==> config.mk <==
export PLATFORM = sky130hd
export DESIGN_NAME = sg_table_walker
export DESIGN_NICKNAME = d
export VERILOG_FILES = /design/src/rtl/sgw_pkg.sv /design/src/rtl/sgw_desc_decode.sv /design/src/rtl/sgw_chunk_sizer.sv /design/src/rtl/sg_table_walker.sv
export SDC_FILE = /design/constraint.sdc
export NUM_CORES = 1
export LEC_CHECK = 0
export BUFFER_PORTS_ARGS = -buffer_cell sky130_fd_sc_hd__buf_4
export CAP_MARGIN = 40
export CORE_ASPECT_RATIO = 0.9
export CORE_MARGIN = 2
export CORE_UTILIZATION = 60
export DETAILED_ROUTE_END_ITERATION = 10
export GPL_TIMING_DRIVEN = 0
export HOLD_SLACK_MARGIN = 0.1
export PLACE_DENSITY_LB_ADDON = 0.3
export RECOVER_POWER = 100
export SKIP_LAST_GASP = 1
export SYNTH_ARGS = -nofsm -noshare
export SYNTH_HDL_FRONTEND = slang
export SYNTH_SLANG_ARGS = --single-unit
==> constraint.sdc <==
create_clock -name clk -period 9.7 [get_ports clk]
set_clock_uncertainty 0.15 [all_clocks]
set_input_delay 0.485 -clock clk [delete_from_list [all_inputs] [get_ports clk]]
set_output_delay 0.485 -clock clk [all_outputs]
set_load 0.03 [all_outputs]
==> src/rtl/sgw_pkg.sv <==
package sgw_pkg;
  typedef enum logic [1:0] {
    W_IDLE  = 2'd0,
    W_CHECK = 2'd1,
    W_FETCH = 2'd2,
    W_EMIT  = 2'd3
  } walk_state_t;
endpackage

==> src/rtl/sgw_desc_decode.sv <==
module sgw_desc_decode #(
  parameter int ADDR_W = 32,
  parameter int LEN_W  = 17
) (
  input  logic [63:0]       raw,
  output logic [ADDR_W-1:0] buf_addr,
  output logic [LEN_W-1:0]  byte_len,
  output logic              is_last
);
  logic [15:0] masked;
  logic        unused_bits;

  assign masked      = raw[47:32] & 16'hFFFE;
  assign buf_addr    = raw[ADDR_W-1:0];
  assign is_last     = raw[63];
  assign byte_len    = (masked == 16'd0) ? LEN_W'(17'h10000) : LEN_W'(masked);
  assign unused_bits = ^raw[62:48];
endmodule

==> src/rtl/sgw_chunk_sizer.sv <==
module sgw_chunk_sizer #(
  parameter int CNT_W = 24,
  parameter int LEN_W = 17
) (
  input  logic [CNT_W-1:0] remain,
  input  logic [LEN_W-1:0] desc_left,
  output logic [LEN_W-1:0] chunk
);
  localparam int W = (CNT_W > LEN_W) ? CNT_W : LEN_W;

  logic [W-1:0] rem_w, left_w;

  assign rem_w  = W'(remain);
  assign left_w = W'(desc_left);
  assign chunk  = (rem_w < left_w) ? LEN_W'(rem_w) : desc_left;
endmodule

==> src/rtl/sg_table_walker.sv <==
module sg_table_walker
  import sgw_pkg::*;
#(
  parameter int ADDR_W     = 32,
  parameter int CNT_W      = 24,
  parameter int TABLE_SPAN = 4096,
  parameter int DESC_BYTES = 8
) (
  input  logic                clk,
  input  logic                rst,
  input  logic                start,
  input  logic [ADDR_W-1:0]   tbl_base,
  input  logic [CNT_W-1:0]    xfer_bytes,
  output logic                rd_req_valid,
  output logic [ADDR_W-1:0]   rd_req_addr,
  input  logic                rd_rsp_valid,
  input  logic [63:0]         rd_rsp_data,
  output logic                seg_valid,
  output logic [ADDR_W-1:0]   seg_addr,
  output logic [16:0]         seg_len,
  input  logic                seg_ready,
  output logic                done,
  output logic                done_ok
);
  localparam int LEN_W = 17;

  walk_state_t       state_q;
  logic [ADDR_W-1:0] base_q, ptr_q, cur_addr_q, seg_addr_q;
  logic [LEN_W-1:0]  cur_len_q, seg_len_q;
  logic              cur_last_q, seg_valid_q, done_q, ok_q;
  logic [CNT_W-1:0]  remain_q;

  logic [ADDR_W-1:0] dec_addr;
  logic [LEN_W-1:0]  dec_len, chunk;
  logic              dec_last, table_over;

  sgw_desc_decode #(.ADDR_W(ADDR_W), .LEN_W(LEN_W)) dec_i (
    .raw(rd_rsp_data), .buf_addr(dec_addr), .byte_len(dec_len), .is_last(dec_last)
  );

  sgw_chunk_sizer #(.CNT_W(CNT_W), .LEN_W(LEN_W)) size_i (
    .remain(remain_q), .desc_left(cur_len_q), .chunk(chunk)
  );

  assign table_over = (ptr_q - base_q) >= ADDR_W'(TABLE_SPAN);

  always_ff @(posedge clk) begin
    if (rst) begin
      state_q     <= W_IDLE;
      base_q      <= '0;
      ptr_q       <= '0;
      cur_addr_q  <= '0;
      cur_len_q   <= '0;
      cur_last_q  <= 1'b0;
      remain_q    <= '0;
      seg_addr_q  <= '0;
      seg_len_q   <= '0;
      seg_valid_q <= 1'b0;
      done_q      <= 1'b0;
      ok_q        <= 1'b0;
    end else begin
      done_q <= 1'b0;
      case (state_q)
        W_IDLE: begin
          if (start) begin
            base_q     <= tbl_base;
            ptr_q      <= tbl_base;
            cur_addr_q <= '0;
            cur_len_q  <= '0;
            cur_last_q <= 1'b0;
            remain_q   <= xfer_bytes;
            state_q    <= W_CHECK;
          end
        end
        W_CHECK: begin
          if (remain_q == '0) begin
            done_q  <= 1'b1;
            ok_q    <= 1'b1;
            state_q <= W_IDLE;
          end else if (cur_len_q == '0) begin
            if (cur_last_q || table_over) begin
              done_q  <= 1'b1;
              ok_q    <= 1'b0;
              state_q <= W_IDLE;
            end else begin
              state_q <= W_FETCH;
            end
          end else begin
            seg_addr_q  <= cur_addr_q;
            seg_len_q   <= chunk;
            seg_valid_q <= 1'b1;
            state_q     <= W_EMIT;
          end
        end
        W_FETCH: begin
          if (rd_rsp_valid) begin
            cur_addr_q <= dec_addr;
            cur_len_q  <= dec_len;
            cur_last_q <= dec_last;
            ptr_q      <= ptr_q + ADDR_W'(DESC_BYTES);
            state_q    <= W_CHECK;
          end
        end
        W_EMIT: begin
          if (seg_ready) begin
            seg_valid_q <= 1'b0;
            cur_addr_q  <= cur_addr_q + ADDR_W'(seg_len_q);
            cur_len_q   <= cur_len_q - seg_len_q;
            remain_q    <= remain_q - CNT_W'(seg_len_q);
            state_q     <= W_CHECK;
          end
        end
        default: state_q <= W_IDLE;
      endcase
    end
  end

  assign rd_req_valid = (state_q == W_FETCH);
  assign rd_req_addr  = ptr_q;
  assign seg_valid    = seg_valid_q;
  assign seg_addr     = seg_addr_q;
  assign seg_len      = seg_len_q;
  assign done         = done_q;
  assign done_ok      = ok_q;
endmodule

Word-level counts from Yosys, hierarchy flattened
Cells that the tools add are included.
{ "word_totals": {"ff_bits": 192, "inputBits": 125, "output_inout_bits": 85, "elab_cells": 86} }
{ "classes": {"add_sub_neg": 5, "magnitude_cmp": 2, "n_eq_ne": 8, "n_mux": 36, "n_bitwise": 3, "n_reduce_logical": 20} }
{ "op_table": {"columns": ["op", "count"], "rows": [
  ["$mux W32", 5],
  ["$pmux W32 S3", 1],
  ["$mux W17", 5],
  ["$pmux W32 S2", 1],
  ["$pmux W17 S3", 1],
  ["$mux W24", 2],
  ["$pmux W24 S2", 1],
  ["$add A32 B17 Y32", 1],
  ["$add A32 B4 Y32 const B", 1],
  ["$ge A32 B13 Y1 const B", 1],
  ["$sub A32 B32 Y32", 1],
  ["$logic_not A24 Y1", 1],
  ["$lt A24 B17 Y1", 1],
  ["$sub A24 B17 Y24", 1],
  ["$logic_not A17 Y1", 1],
  ["$sub A17 B17 Y17", 1],
  ["$logic_not A16 Y1", 1],
  ["$reduce_and A3 Y1", 5],
  ["$mux W2", 6],
  ["$mux W1", 11],
  ["$reduce_bool A2 Y1", 5],
  ["$ne A2 B2 Y1 const B", 4],
  ["$pmux W2 S4", 1],
  ["$reduce_and A4 Y1", 2],
  ["10 further kinds", 14]
]} }

Longest topological paths before layout
{ "depth": {"depth_word": 7, "ltp_mapped": 14, "mapped_depth_nobuf": 14} }

Cells and area by module
A second synthesis with hierarchy kept.
{ "hier_totals": {"cells_unflattened": 1772, "area_unflattened_um2": 13397.8} }
{ "modules_own_cells": {"columns": ["module", "instances", "cells_per_inst", "area_each_um2", "seq_area_each_um2"], "rows": [
  ["sg_table_walker", 1, 1640, 12364.4, 3843.7],
  ["sgw_chunk_sizer", 1, 77, 685.7, 0.0],
  ["sgw_desc_decode", 1, 55, 347.8, 0.0]
]} }

Worst setup path after synthesis
OpenSTA, ideal clock, no wires.
{ "synth_timing": {"kind": "reg-to-reg", "startpoint": "register ptr_q[0] (netlist: rd_req_addr[0])", "endpoint": "register state_q[1]", "setup_time_ns": 0.088, "arrival_time_ns": 3.532, "t_required_ns": 9.462, "slack_ns": 5.931, "path_stages_with_launch": 15, "n_path_buf": 0, "period_less_slack_ns": 3.769, "path_cell_list": "dfxtp_1 > inv_1 > ha_1 > inv_1 > fa_1 > a211oi_2 > o211ai_1 > nand2_1 > nor4_1 > or4_1 > or4b_1 > or4_1 > nor4_2 > nor3_1 > nor4_2"} }
{ "synth_between": {"elab_chain_cells": 7} }
{ "synth_lines": {"columns": ["element", "line_no", "source"], "rows": [
  ["start: declaration", "sg_table_walker.sv:28", "logic [ADDR_W-1:0] base_q, ptr_q, cur_addr_q, seg_addr_q;"],
  ["start signal: assignment", "sg_table_walker.sv:67", "ptr_q <= tbl_base;"],
  ["start signal: assignment", "sg_table_walker.sv:100", "ptr_q <= ptr_q + ADDR_W'(DESC_BYTES);"],
  ["$sub A32 B32 Y32", "sg_table_walker.sv:45", "assign table_over = (ptr_q - base_q) >= ADDR_W'(TABLE_SPAN);"],
  ["$ge A32 B13 Y1", "sg_table_walker.sv:45", null],
  ["$logic_or A1 B1 Y1", "sg_table_walker.sv:81", "if (cur_last_q || table_over) begin"],
  ["$mux W2", "sg_table_walker.sv:81", null],
  ["$mux W2", "sg_table_walker.sv:80", "end else if (cur_len_q == '0) begin"],
  ["$mux W2", "sg_table_walker.sv:76", "if (remain_q == '0) begin"],
  ["$pmux W2 S4", "sg_table_walker.sv:63", "case (state_q)"],
  ["end signal: assignment", "sg_table_walker.sv:79", "state_q <= W_IDLE;"],
  ["end signal: assignment", "sg_table_walker.sv:84", "state_q <= W_IDLE;"],
  ["end signal: assignment", "sg_table_walker.sv:86", "state_q <= W_FETCH;"],
  ["end: declaration", "sg_table_walker.sv:27", "walk_state_t state_q;"]
]} }
No other way between the ends.
A chain may end at the register's enable or synchronous reset.

Worst setup path in the final report
{ "layout_timing": {"startpoint": "register ptr_q[18] (netlist: rd_req_addr[18])", "endpoint": "register done_q (netlist: done)"} }
{ "layout_between": {"elab_chain_cells": 6} }
{ "layout_lines": {"columns": ["element", "line_no", "source"], "rows": [
  ["$sub A32 B32 Y32", "sg_table_walker.sv:45", null],
  ["$ge A32 B13 Y1", "sg_table_walker.sv:45", null],
  ["$logic_or A1 B1 Y1", "sg_table_walker.sv:81", null],
  ["$mux W1", "sg_table_walker.sv:81", null],
  ["$mux W1", "sg_table_walker.sv:80", null],
  ["$mux W1", "sg_table_walker.sv:76", null],
  ["end signal: assignment", "sg_table_walker.sv:62", "done_q <= 1'b0;"],
  ["end signal: assignment", "sg_table_walker.sv:77", "done_q <= 1'b1;"],
  ["end signal: assignment", "sg_table_walker.sv:82", "done_q <= 1'b1;"],
  ["end: declaration", "sg_table_walker.sv:30", "logic cur_last_q, seg_valid_q, done_q, ok_q;"]
]} }
No other way between the ends.

==> metrics.md <==
| Metric | Value |
|---|---|
| Status | finished clean |
| Vias in the first global route | 14026 |
| Seq/Total Area, Yosys | about 29% |
| Setup slack, reg-to-reg | around 4.7 ns |
| WL per Instance | approximately 22 um |
| Setup violators final | 0 |
| Top cells by area, synth | dfxtp_1 29%, ha_1 9.1%, a21oi_1 7.3%, nand2_1 7.2%, nor2_1 4.6% |
| Final period utilization | around half |
| Final hold vios | 0 |
| Slowest CP cell | nor4b_1 |
| Layout cells sized above 1 | between 9 and 10% |
| Static Leak | between 6 and 7 nW |
| Crit path DAT | ~5.1 ns |
| WHS Path Cells | 3 |
| Initial DRC count | approximately 2400 |
| Syn nets | between 2000 and 2500 |
| Root Buffer | clkbuf_16 |
| Least-Margin Pin Slew | ~1.1 ns |
| Number of remaining DRC errors | 0 |
| Port Buf Inserts | between 150 and 200 |
| Post-CTS Setup Bufs | 0 |
| Num CTS Buffers | 17 |
| Mapped Avg Cell Area | between 7 and 8 sq um |
| Req. time, crit path | 9.86 ns |
| Slowest stage delay, CP | slightly above 0.6 ns |
| R2r endpoint | done |
| Yosys warning count | 0 |
| Cts hold-fix bufs | 0 |
| Pwr/cell area | about 140 mW/mm^2 |
| Post-synth ARST share | 0% |
| Cells after DPL | around 2300 |
| CP Capture Type | register |
| Yosys reg bits | about 190 |
| DR WL met3 | a little under 8000 um |
| Wl on met1 | between 20000 and 25000 um |
| Synth-to-layout area growth | 15.6% |
| Reg2reg start | rd_req_addr[18] |
| Fmax | approximately 200 MHz |
| CTS tree | yes |
| Hpwl dp | between 40000 and 50000 um |
| Die area | 0.0236 sq mm |
| Hold endpoint | base_q[28] |
| # clock sinks | between 150 and 200 |
| Mapped Area | 0.0134 sq mm |
| Routed Wire Length | a little over 50000 um |
| Nets | between 2000 and 2500 |
| Syn Inst Count | approximately 1800 |
| Highest routed layer | met4 |
| Ys flop type | dfxtp_1 |
| Commonest non-fill, non-tap cell in the layout | nand2_1 |
| Initial antenna violation count | 2 |
| Total number of vias | approximately 16000 |
| Resized cells post-CTS | 0 |
| Clk Latency, worst-skew pair | roughly 0.46 ns |
| Worst Setup Start Kind | register |
| Met2 WL post-DR | between 20000 and 25000 um |
| Slew headroom | between 20% and 30% |
| Largest net degree at the start of global routing | 20 |
| Vias per cell | between 6 and 7 |
| Max_cap viols | 0 |
| Library cells used by synthesis | 75 |
| Antenna-violating nets left | 0 |
| Pins over their slew limit | 0 |
| Hold_sp | tbl_base[28] |
| Clk pin slew, worst setup/hold paths | approximately 0.080 ns |
| Initial Util | between 60 and 70% |
| Die H | approximately 150 um |
| Core footprint | approximately 0.022 sq mm |
| Number of synthesized flops with an enable pin | 0 |
| Layout Cells excl Fill | ~2300 |
| Final setup TNS | 0 ns |
| Worst R2R Path Depth | 11 |
| First-pass GRT wire length | between 70000 and 80000 um |
| Area leader, netlist | dfxtp_1 |
| Post-layout minimum cycle time | 4.97 ns |
| RD Place Congestion | just under 1 |
| Tot Pwr | approximately 2.2 mW |
| Gr usage total | 42.6% |
| # rows | 51 |
| Total congestion overflow | 0 |
| Crit path max fanout | 10 |
| Die W | around 160 um |
| Clock Tree Buf Depth | 2 |
| Min-Delay Path Class | in2reg |
| Worst IR Drop VDD | roughly 0.1 mV |
| Most frequent cells in the layout | 257 x nand2_1, 197 x a21oi_1, 192 x dfxtp_1, 178 x clkbuf_1, 166 x nor2_1 |
| Yosys top cell area share | around 29% |
| Ports | 210 |
| H-tree depth | 4 |
| DR pass1 iterations | 6 |
| Worst-path cell chain | ha_1, clkbuf_1, nand4_1, nor3_1, or3b_1, o211ai_1, mux2_1, nor4b_1, nand4_1, nor4b_1, nor4_1 |
| WS Path Type | reg2reg |
| Unrepaired setup endpoints after global routing | false |
flip-flops by register name, summed over array words and instances, names as in the netlist:
register	count
base_q	32
cur_addr_q	32
cur_last_q	1
cur_len_q	17
done	1
done_ok	1
rd_req_addr	32
remain_q	24
seg_addr	32
seg_len	17
seg_valid	1
state_q	2
critical path, delay by kind of cell (launching register included):
family / cells / cell delay (ns)
AOI/OAI and AO/OA: 1 / 0.58
adders and majority gates: 1 / 0.36
buffers and inverters: 1 / 0.35
and+or+nand+nor: 7 / 2.63
DFF: 1 / 0.40
muxes: 1 / 0.34
routing by layer:
| metal | GRT usage [%] | up-vias |
|---|---|---|
| li1 | - | 6948 |
| met1 | 59.6 | 7152 |
| met2 | 60.3 | 1202 |
| met3 | 13.6 | 204 |
| met4 | 17.2 | 0 |
| met5 | 0 | - |
cells by family after synthesis:
family          Yosys count  synth area share, %
simple gates            676                 23.4
flops                   192                 28.6
mux                      44                 3.40
buf+inv                 196                 5.68
xor+xnor                 58                 3.78
fa+ha+maj               102                 9.72
compound gates          531                 25.4
cells in the mapped netlist (11+ instances only):
cell and instances:
ha_1 98, a311oi_1 13, o22ai_1 22, and2_1 11, mux2i_1 31, o21ai_0 63
a211oi_1 47, o211ai_1 14, nand2_1 257, xnor2_1 42, nand4_1 24, a21o_1 29
a21oi_1 197, mux2_2 12, nor2_1 166, and3_1 19, nor4_1 19, nand2b_1 12
a31oi_1 20, dfxtp_1 192, clkbuf_1 85, a22oi_1 18, nand3_1 49, o21a_1 15
nor3_1 51, inv_1 93, xor2_1 16
layout make-up:
type                       count  area, sq um
clock buffer                  18          429
inverter                      93          349
antenna                        1         2.50
fill                        1868         6280
timing repair buffer         196         1140
clock inverter                14          169
multi-input combinational   1411         8830
sequential                   192         3840
buffer                       103          413
tap                          291          364
power breakdown:
| part | total, mW | internal (mW) | switching (mW) |
|---|---|---|---|
| clock network | 0.737 | 0.369 | 0.368 |
| logic | 0.592 | 0.221 | 0.371 |
| registers | 0.853 | 0.814 | 0.0387 |
| total | 2.18 | 1.40 | 0.778 |
through the flow:
step	area [sq um]	hold slack, ns	setup WS (ns)	utilization [%]
after global placement	15200	0.293	5.17	69.9
after floorplan	13400	0.282	5.93	-
after CTS	15900	0.125	5.25	72.7
after global routing	15500	0.139	4.61	71.2
after detailed placement	15300	0.298	5.27	70.0
final	15500	0.122	4.73	71.2
worst max path at each step:
stage / startpoint / to / depth (start not counted)
2_1_floorplan: rd_req_addr[0] / state_q[1] / 14
3_3_place_gp: rd_req_addr[18] / done / 11
3_5_place_dp: rd_req_addr[18] / done / 11
4_1_cts: rd_req_addr[18] / done / 11
5_1_grt: rd_req_addr[18] / done_ok / 12
6_report: rd_req_addr[18] / done / 11
Power figures use the tool's default switching activity.
